==> config.mk <==
export PLATFORM = sky130hd
export DESIGN_NAME = devctl_regs
export DESIGN_NICKNAME = d
export VERILOG_FILES = /design/src/rtl/devctl_pkg.sv /design/src/rtl/devctl_seq.sv /design/src/rtl/devctl_irq.sv /design/src/rtl/devctl_dbank.sv /design/src/rtl/devctl_regs.sv
export SDC_FILE = /design/constraint.sdc
export NUM_CORES = 1
export LEC_CHECK = 0
export ABC_AREA = 1
export BUFFER_PORTS_ARGS = -buffer_cell sky130_fd_sc_hd__buf_4
export CAP_MARGIN = 0
export CORE_ASPECT_RATIO = 1.5
export CORE_MARGIN = 2
export CORE_UTILIZATION = 30
export CTS_CLUSTER_DIAMETER = 150
export CTS_CLUSTER_SIZE = 25
export DETAILED_ROUTE_END_ITERATION = 8
export PLACE_DENSITY = 0.48
export SYNTH_ARGS = -nofsm -noshare
export SYNTH_HDL_FRONTEND = slang
export SYNTH_SLANG_ARGS = --single-unit
==> constraint.sdc <==
create_clock -name clk -period 2.4 [get_ports clk]
set_clock_uncertainty 0.05 [all_clocks]
set_input_delay 0.36 -clock clk [delete_from_list [all_inputs] [get_ports clk]]
set_output_delay 0.36 -clock clk [all_outputs]
set_load 0.005 [all_outputs]
==> src/rtl/devctl_pkg.sv <==
package devctl_pkg;
    // State encoding doubles as the {busy, done} status pair.
    typedef enum logic [1:0] {
        ST_IDLE     = 2'b00,
        ST_FINISHED = 2'b01,
        ST_WORKING  = 2'b10
    } ctl_state_e;

    localparam int unsigned ADDR_CMD    = 0;
    localparam int unsigned ADDR_STATUS = 1;
    localparam int unsigned ADDR_DATA0  = 2;
endpackage

==> src/rtl/devctl_seq.sv <==
module devctl_seq
    import devctl_pkg::*;
#(
    parameter int unsigned DW = 16,
    parameter int unsigned EW = 4
) (
    input  logic          clk,
    input  logic          rst_n,
    input  logic          cmd_wr,
    input  logic [DW-1:0] cmd_wdata,
    input  logic          dev_done,
    input  logic [EW-1:0] dev_err,
    output logic          busy,
    output logic          done,
    output logic [EW-1:0] err_code,
    output logic [DW-1:0] cmd_q,
    output logic          dev_start,
    output logic          launch,
    output logic          complete
);
    localparam logic [EW-1:0] BUSY_ERR = '1;

    ctl_state_e state_q, state_d;
    logic       reject;

    always_comb begin
        state_d  = state_q;
        launch   = 1'b0;
        reject   = 1'b0;
        complete = 1'b0;
        unique case (state_q)
            ST_IDLE, ST_FINISHED: begin
                if (cmd_wr) begin
                    launch  = 1'b1;
                    state_d = ST_WORKING;
                end
            end
            ST_WORKING: begin
                if (dev_done) begin
                    complete = 1'b1;
                    state_d  = ST_FINISHED;
                end
                if (cmd_wr) begin
                    reject = 1'b1;
                end
            end
            default: state_d = ST_IDLE;
        endcase
    end

    always_ff @(posedge clk) begin
        if (!rst_n) state_q <= ST_IDLE;
        else        state_q <= state_d;
    end

    always_ff @(posedge clk) begin
        if (!rst_n) begin
            cmd_q     <= '0;
            err_code  <= '0;
            dev_start <= 1'b0;
        end else begin
            dev_start <= launch;
            if (launch) begin
                cmd_q    <= cmd_wdata;
                err_code <= '0;
            end else if (complete) begin
                err_code <= dev_err;
            end else if (reject) begin
                err_code <= BUSY_ERR;
            end
        end
    end

    assign busy = state_q[1];
    assign done = state_q[0];

    a_r3_never_undefined: assert property (@(posedge clk) disable iff (!rst_n)
        !(busy && done));
    a_r2_launch: assert property (@(posedge clk) disable iff (!rst_n)
        (!busy && cmd_wr) |=> (dev_start && busy && !done && err_code == '0));
    a_r2_single_strobe: assert property (@(posedge clk) disable iff (!rst_n)
        dev_start |=> !dev_start);
    a_r5_reject: assert property (@(posedge clk) disable iff (!rst_n)
        (busy && cmd_wr && !dev_done) |=> (busy && err_code == BUSY_ERR && !dev_start && $stable(cmd_q)));
    a_r4_complete: assert property (@(posedge clk) disable iff (!rst_n)
        (busy && dev_done) |=> (done && !busy && err_code == $past(dev_err)));
    a_r9_ignore_done: assert property (@(posedge clk) disable iff (!rst_n)
        (!busy && !cmd_wr && dev_done) |=> $stable({busy, done, err_code}));
endmodule

==> src/rtl/devctl_irq.sv <==
module devctl_irq (
    input  logic clk,
    input  logic rst_n,
    input  logic complete,
    input  logic launch,
    input  logic stat_rd,
    input  logic ien,
    output logic irq
);
    logic pend_q;

    always_ff @(posedge clk) begin
        if (!rst_n)                 pend_q <= 1'b0;
        else if (complete)          pend_q <= 1'b1;
        else if (launch || stat_rd) pend_q <= 1'b0;
    end

    assign irq = pend_q & ien;

    a_r6_raise: assert property (@(posedge clk) disable iff (!rst_n)
        (complete && ien) |=> irq);
    a_r7_read_clears: assert property (@(posedge clk) disable iff (!rst_n)
        (stat_rd && !complete) |=> !irq);
    a_r10_launch_clears: assert property (@(posedge clk) disable iff (!rst_n)
        launch |=> !irq);
endmodule

==> src/rtl/devctl_dbank.sv <==
module devctl_dbank #(
    parameter int unsigned DW = 16,
    parameter int unsigned N  = 4,
    localparam int unsigned IW = (N > 1) ? $clog2(N) : 1
) (
    input  logic          clk,
    input  logic          rst_n,
    input  logic          wr_en,
    input  logic [IW-1:0] wr_idx,
    input  logic [DW-1:0] wdata,
    output logic [DW-1:0] regs [N]
);
    for (genvar i = 0; i < N; i++) begin : g_reg
        always_ff @(posedge clk) begin
            if (!rst_n)                                regs[i] <= '0;
            else if (wr_en && wr_idx == IW'(i))        regs[i] <= wdata;
        end
    end
endmodule

==> src/rtl/devctl_regs.sv <==
module devctl_regs
    import devctl_pkg::*;
#(
    parameter int unsigned DW  = 16,
    parameter int unsigned AW  = 4,
    parameter int unsigned N   = 4,
    parameter int unsigned EW  = 4,
    parameter int unsigned OPW = 8
) (
    input  logic            clk,
    input  logic            rst_n,
    input  logic            bus_sel,
    input  logic            bus_wr,
    input  logic [AW-1:0]   bus_addr,
    input  logic [DW-1:0]   bus_wdata,
    output logic [DW-1:0]   bus_rdata,
    output logic            dev_start,
    output logic [OPW-1:0]  dev_op,
    output logic [N*DW-1:0] dev_data,
    input  logic            dev_done,
    input  logic [EW-1:0]   dev_err,
    output logic            irq
);
    localparam int unsigned IW = (N > 1) ? $clog2(N) : 1;

    logic          hit_cmd, hit_stat, hit_data;
    logic [AW-1:0] off;
    logic [IW-1:0] idx;
    logic          busy, done, launch, complete;
    logic [EW-1:0] err_code;
    logic [DW-1:0] cmd_q;
    logic [DW-1:0] dregs [N];
    logic [DW-1:0] status_word;

    assign hit_cmd  = (bus_addr == AW'(ADDR_CMD));
    assign hit_stat = (bus_addr == AW'(ADDR_STATUS));
    assign off      = bus_addr - AW'(ADDR_DATA0);
    assign hit_data = (bus_addr >= AW'(ADDR_DATA0)) && (off < AW'(N));
    assign idx      = off[IW-1:0];

    devctl_seq #(.DW(DW), .EW(EW)) u_seq (
        .clk       (clk),
        .rst_n     (rst_n),
        .cmd_wr    (bus_sel && bus_wr && hit_cmd),
        .cmd_wdata (bus_wdata),
        .dev_done  (dev_done),
        .dev_err   (dev_err),
        .busy      (busy),
        .done      (done),
        .err_code  (err_code),
        .cmd_q     (cmd_q),
        .dev_start (dev_start),
        .launch    (launch),
        .complete  (complete)
    );

    devctl_irq u_irq (
        .clk      (clk),
        .rst_n    (rst_n),
        .complete (complete),
        .launch   (launch),
        .stat_rd  (bus_sel && !bus_wr && hit_stat),
        .ien      (cmd_q[0]),
        .irq      (irq)
    );

    devctl_dbank #(.DW(DW), .N(N)) u_dbank (
        .clk    (clk),
        .rst_n  (rst_n),
        .wr_en  (bus_sel && bus_wr && hit_data),
        .wr_idx (idx),
        .wdata  (bus_wdata),
        .regs   (dregs)
    );

    for (genvar i = 0; i < N; i++) begin : g_flat
        assign dev_data[i*DW +: DW] = dregs[i];
    end

    assign dev_op      = cmd_q[DW-1 -: OPW];
    assign status_word = {{(DW-EW-2){1'b0}}, err_code, done, busy};

    always_comb begin
        bus_rdata = '0;
        if (hit_cmd)       bus_rdata = cmd_q;
        else if (hit_stat) bus_rdata = status_word;
        else if (hit_data) bus_rdata = dregs[idx];
    end

    a_r8_unmapped_zero: assert property (@(posedge clk) disable iff (!rst_n)
        (!hit_cmd && !hit_stat && !hit_data) |-> bus_rdata == '0);
    a_r3_status_pair: assert property (@(posedge clk) disable iff (!rst_n)
        hit_stat |-> bus_rdata[1:0] != 2'b11);
endmodule

==> results by stage <==
Timing:
- In this run the tightest slew margin relative to its limit is 0.285.
- For the finished layout, the period the worst path requires is 2.13 ns.
- The share of the cycle needed by the critical path after routing is 0.888.
- Setup violations remaining at the end of the flow were counted as 0.
- The count of final hold-check violations is 0.
- Derived from the worst setup path, the maximum achievable clock frequency is 469 MHz.
- At the pin with the least slew margin, the transition time is around 1.1 ns.
- Setup repair after global routing left no endpoint under its margin.
- The total count of max-transition violations in the final report is 0.
- Setup total negative slack on the finished layout was measured at 0 ns.

Power and ir drop:
- The analysis attributes to cell leakage a power of 0.00307 uW.
- The maximum vdd drop is 0.000270 V.
- The power per standard cell area is between 500 and 600 nW/um2.
- The sum of internal, switching and leakage power is between 3000 and 4000 uW.

Yosys:
- The synthesized netlist occupies a cell area of ~4400 um2.
- The adder and majority gate portion of the synthesized area is 0.00566.
- For this run, the register share of the synthesized area comes to 0.399.
- The net count after synthesis is 719.
- The netlist uses 25 different library cells.
- The simple logic cell fraction of the synthesized area is 0.426.
- The share of the synthesized area in compound gates (AO/OA/AOI/OAI) is 0.0419.
- The xor-xnor portion of the synthesized cell area is 0.
- The cell count after synthesis came out at 688.
- The number of warnings issued by yosys is 0.
- The largest family of logic cells by synthesized area is simple AND/OR/NAND/NOR gates.
- The portion of netlist area occupied by mux cells is 0.
- Averaged over all synthesized cells, the footprint is 6.42 um2.
- After synthesis the netlist holds a flip-flop and latch count of just under 90.

Placement:
- After legalization and detailed placement, the total HPWL measured between 10000 and 15000 um.
- The final RePlAce weighted congestion is 0.824.
- Input and output buffers added on the ports amount to 118.

Run status:
- The run finished with clean final reports.

Detailed routing:
- Once detail routing completed, the nets flagged for antenna violations numbered 0.
- After detailed routing, the average wire length per cell comes to 14.1 um.
- The detailed-route wire length is between 10000 and 15000 um.
- Using the TritonRoute via totals, the vias-per-cell ratio works out to 4.38.
- Before antenna repair, the detailed router went through 4 iterations.
- In this run, the number of DRC markers left after iteration 0 of detailed routing was 189.
- The overall via count from detail_route is 4377.
- The DRC violation count after routing is 0.

Final layout:
- In the final design database the tool counted 830 nets.
- The count of fill cells added during filler insertion is 1567.
- The area growth from synthesis to layout is 29.9%.
- The final antenna diode count is 0.
- In the final layout, the share of cells above drive strength 1 is 0.212.

Min path:
- The worst hold path belongs to the class input port to flip-flop.

Die:
- The height of the die is approximately 150 um.
- The initial utilization of the core area, before any placement, comes to 0.306.
- 119 I/O pins were placed.
- The die covers 15700 um2.
- The area of the placeable core is 14500 um2.
- In this run the core area contains 54 standard-cell rows.
- In this run the horizontal extent of the chip is 103 um.

Critical path:
- The element type at the critical path end is an output pin.
- The type of origin of the critical path is an input port.
- The class of the most critical setup path is input port to output pin.
- The critical path required time is 1.99 ns.
- Along the worst path, the maximum fanout reaches 6.
- The data arrival time of the critical path is 1.72 ns.

Clock network:
- The quantity of hold-fixing buffers added after cts is 0.
- TritonCTS built the clock tree.
- The maximum level of the CTS H-tree is 3.
- Once the clock tree was built, the setup fixing pass inserted 0 buffers.
- The maximum clock insertion buffer count is 2.
- The post-cts sizing count is 0.
- The clock transition time at the flip-flop clock pins of the worst setup and hold paths is about 0.060 ns.
- The buffer cell driving the clock tree root is sky130_fd_sc_hd__clkbuf_16.
- The number of clock buffers inserted by TritonCTS is 9.
- The clock reaches the later pin of the worst-skew pair after 0.33 ns.
- The number of clock sinks seen by CTS is 88.

Global routing:
- The maximum number of pins on one net before global-route repair is 72.
- The global-route usage over all layers is 0.183.
- For met3 alone, demand over resource in global routing was 0.0381.
- The remaining global-route overflow is 0.
- The layer flagged by global routing as most heavily used is met2.
- The number of global-route vias before repair is between 4000 and 5000.
- For met2 alone, demand over resource in global routing was 0.316.
- The met1 usage in global routing is 0.231.
- The wire length of the first global-routing pass is 22200 um.
- The number of antenna violations at the first check in global routing is 0.

Run:
- The number of max-cap violations is 0.
layout by cell type (no fill, tap or decap), types with 3 or more instances in the layout:
cell type / n
sky130_fd_sc_hd__a21oi_1: 11
sky130_fd_sc_hd__buf_12: 3
sky130_fd_sc_hd__buf_4: 133
sky130_fd_sc_hd__clkbuf_16: 9
sky130_fd_sc_hd__dfxtp_1: 88
sky130_fd_sc_hd__inv_1: 78
sky130_fd_sc_hd__inv_2: 3
sky130_fd_sc_hd__nand2_1: 281
sky130_fd_sc_hd__nand3_1: 5
sky130_fd_sc_hd__nand4_1: 8
sky130_fd_sc_hd__nand4_4: 4
sky130_fd_sc_hd__nor2_1: 141
sky130_fd_sc_hd__nor2_4: 5
sky130_fd_sc_hd__o2111ai_1: 10
sky130_fd_sc_hd__o21ai_0: 6
Yosys cell counts:
library cell                  n  share of area
sky130_fd_sc_hd__nand4_1      8          0.011
sky130_fd_sc_hd__a31oi_2      1         0.0028
sky130_fd_sc_hd__buf_1        2         0.0017
sky130_fd_sc_hd__inv_2        3         0.0025
sky130_fd_sc_hd__nand2_1    281           0.24
sky130_fd_sc_hd__nor2_2       2         0.0028
sky130_fd_sc_hd__nand3_4      2         0.0079
sky130_fd_sc_hd__a21oi_1     11          0.012
sky130_fd_sc_hd__buf_6        8          0.020
sky130_fd_sc_hd__nor3_2       1         0.0023
sky130_fd_sc_hd__buf_2        6         0.0068
sky130_fd_sc_hd__nor2_4       5          0.013
sky130_fd_sc_hd__nand2_2      2         0.0028
sky130_fd_sc_hd__nand3_1      5         0.0057
sky130_fd_sc_hd__clkbuf_1     5         0.0042
sky130_fd_sc_hd__o21ai_0      6         0.0068
sky130_fd_sc_hd__nand4_4      4          0.019
sky130_fd_sc_hd__and2_1       1         0.0014
sky130_fd_sc_hd__inv_1       78          0.066
sky130_fd_sc_hd__buf_4       15          0.025
sky130_fd_sc_hd__o2111ai_1   10          0.020
sky130_fd_sc_hd__ha_1         2         0.0057
sky130_fd_sc_hd__nor2_1     141           0.12
sky130_fd_sc_hd__dfxtp_1     88           0.40
sky130_fd_sc_hd__or2_2        1         0.0014
cell families (layout without fill, tap and decap cells):
logic type	count (synthesis)	after routing
compound gates	28	28
fa+ha+maj	2	2
buf+inv	117	232
flops	88	88
simple gates	453	453
per-stage QoR:
stage	util	setup slack [ns]	cell area (um2)	hold WS [ns]	cells
global placement	0.378	0.285	5460	0.382	984
CTS	0.397	0.240	5740	0.209	999
detailed placement	0.378	0.245	5460	0.386	984
floorplan	-	0.511	4420	0.369	688
global route	0.397	0.127	5740	0.225	999
finish	0.397	0.268	5740	0.225	999
worst paths after layout:
kind | start | to | slack, ns | cells after the start
setup / recovery | bus_addr[1] | bus_rdata[0] | 0.27 | 10
setup reg to reg | u_seq.state_q[1] | u_seq.cmd_q[13] | 0.76 | 4
hold / removal | bus_wdata[13] | u_seq.cmd_q[13] | 0.22 | 3
hold reg to reg | u_seq.cmd_q[1] | u_seq.cmd_q[1] | 0.40 | 2
power breakdown:
part	internal, uW	switching [uW]	total (uW)	leakage (uW)
logic	109	181	290	0.00223
clock network	754	564	1320	0.000128
registers	1480	16.9	1500	0.000710
total	2340	762	3110	0.00307
critical path: stages:
cell and delay, ns:
sky130_fd_sc_hd__buf_4 0.13, sky130_fd_sc_hd__inv_2 0.08, sky130_fd_sc_hd__ha_1 0.22, sky130_fd_sc_hd__nand2_1 0.07, sky130_fd_sc_hd__nand2_1 0.10, sky130_fd_sc_hd__nor2_4 0.10
sky130_fd_sc_hd__and2_1 0.28, sky130_fd_sc_hd__nand2_1 0.10, sky130_fd_sc_hd__a21oi_1 0.15, sky130_fd_sc_hd__buf_4 0.13
flip-flops by register name, indices dropped and copies added (netlist names):
signal,cells
u_seq.dev_start,1
u_irq.pend_q,1
u_seq.err_code,4
u_seq.state_q,2
u_seq.cmd_q,16
u_dbank.regs,64
routing by layer:
layer | share of wire | vias to the layer above
li1 | - | 2265
met1 | 0.42 | 2001
met2 | 0.52 | 104
met3 | 0.048 | 7
met4 | 0.0089 | 0
met5 | 0 | -
layout make-up:
class	instances	area (um2)	area share
well taps	196	245	0.0427
repair buffers	136	1060	0.184
clock buffers	13	260	0.0454
multi-input cells	483	2090	0.365
clock inverters	2	15.0	0.00262
flip-flops and latches	88	1760	0.307
inverters	81	304	0.0530
(Power assumes the default switching activity.)
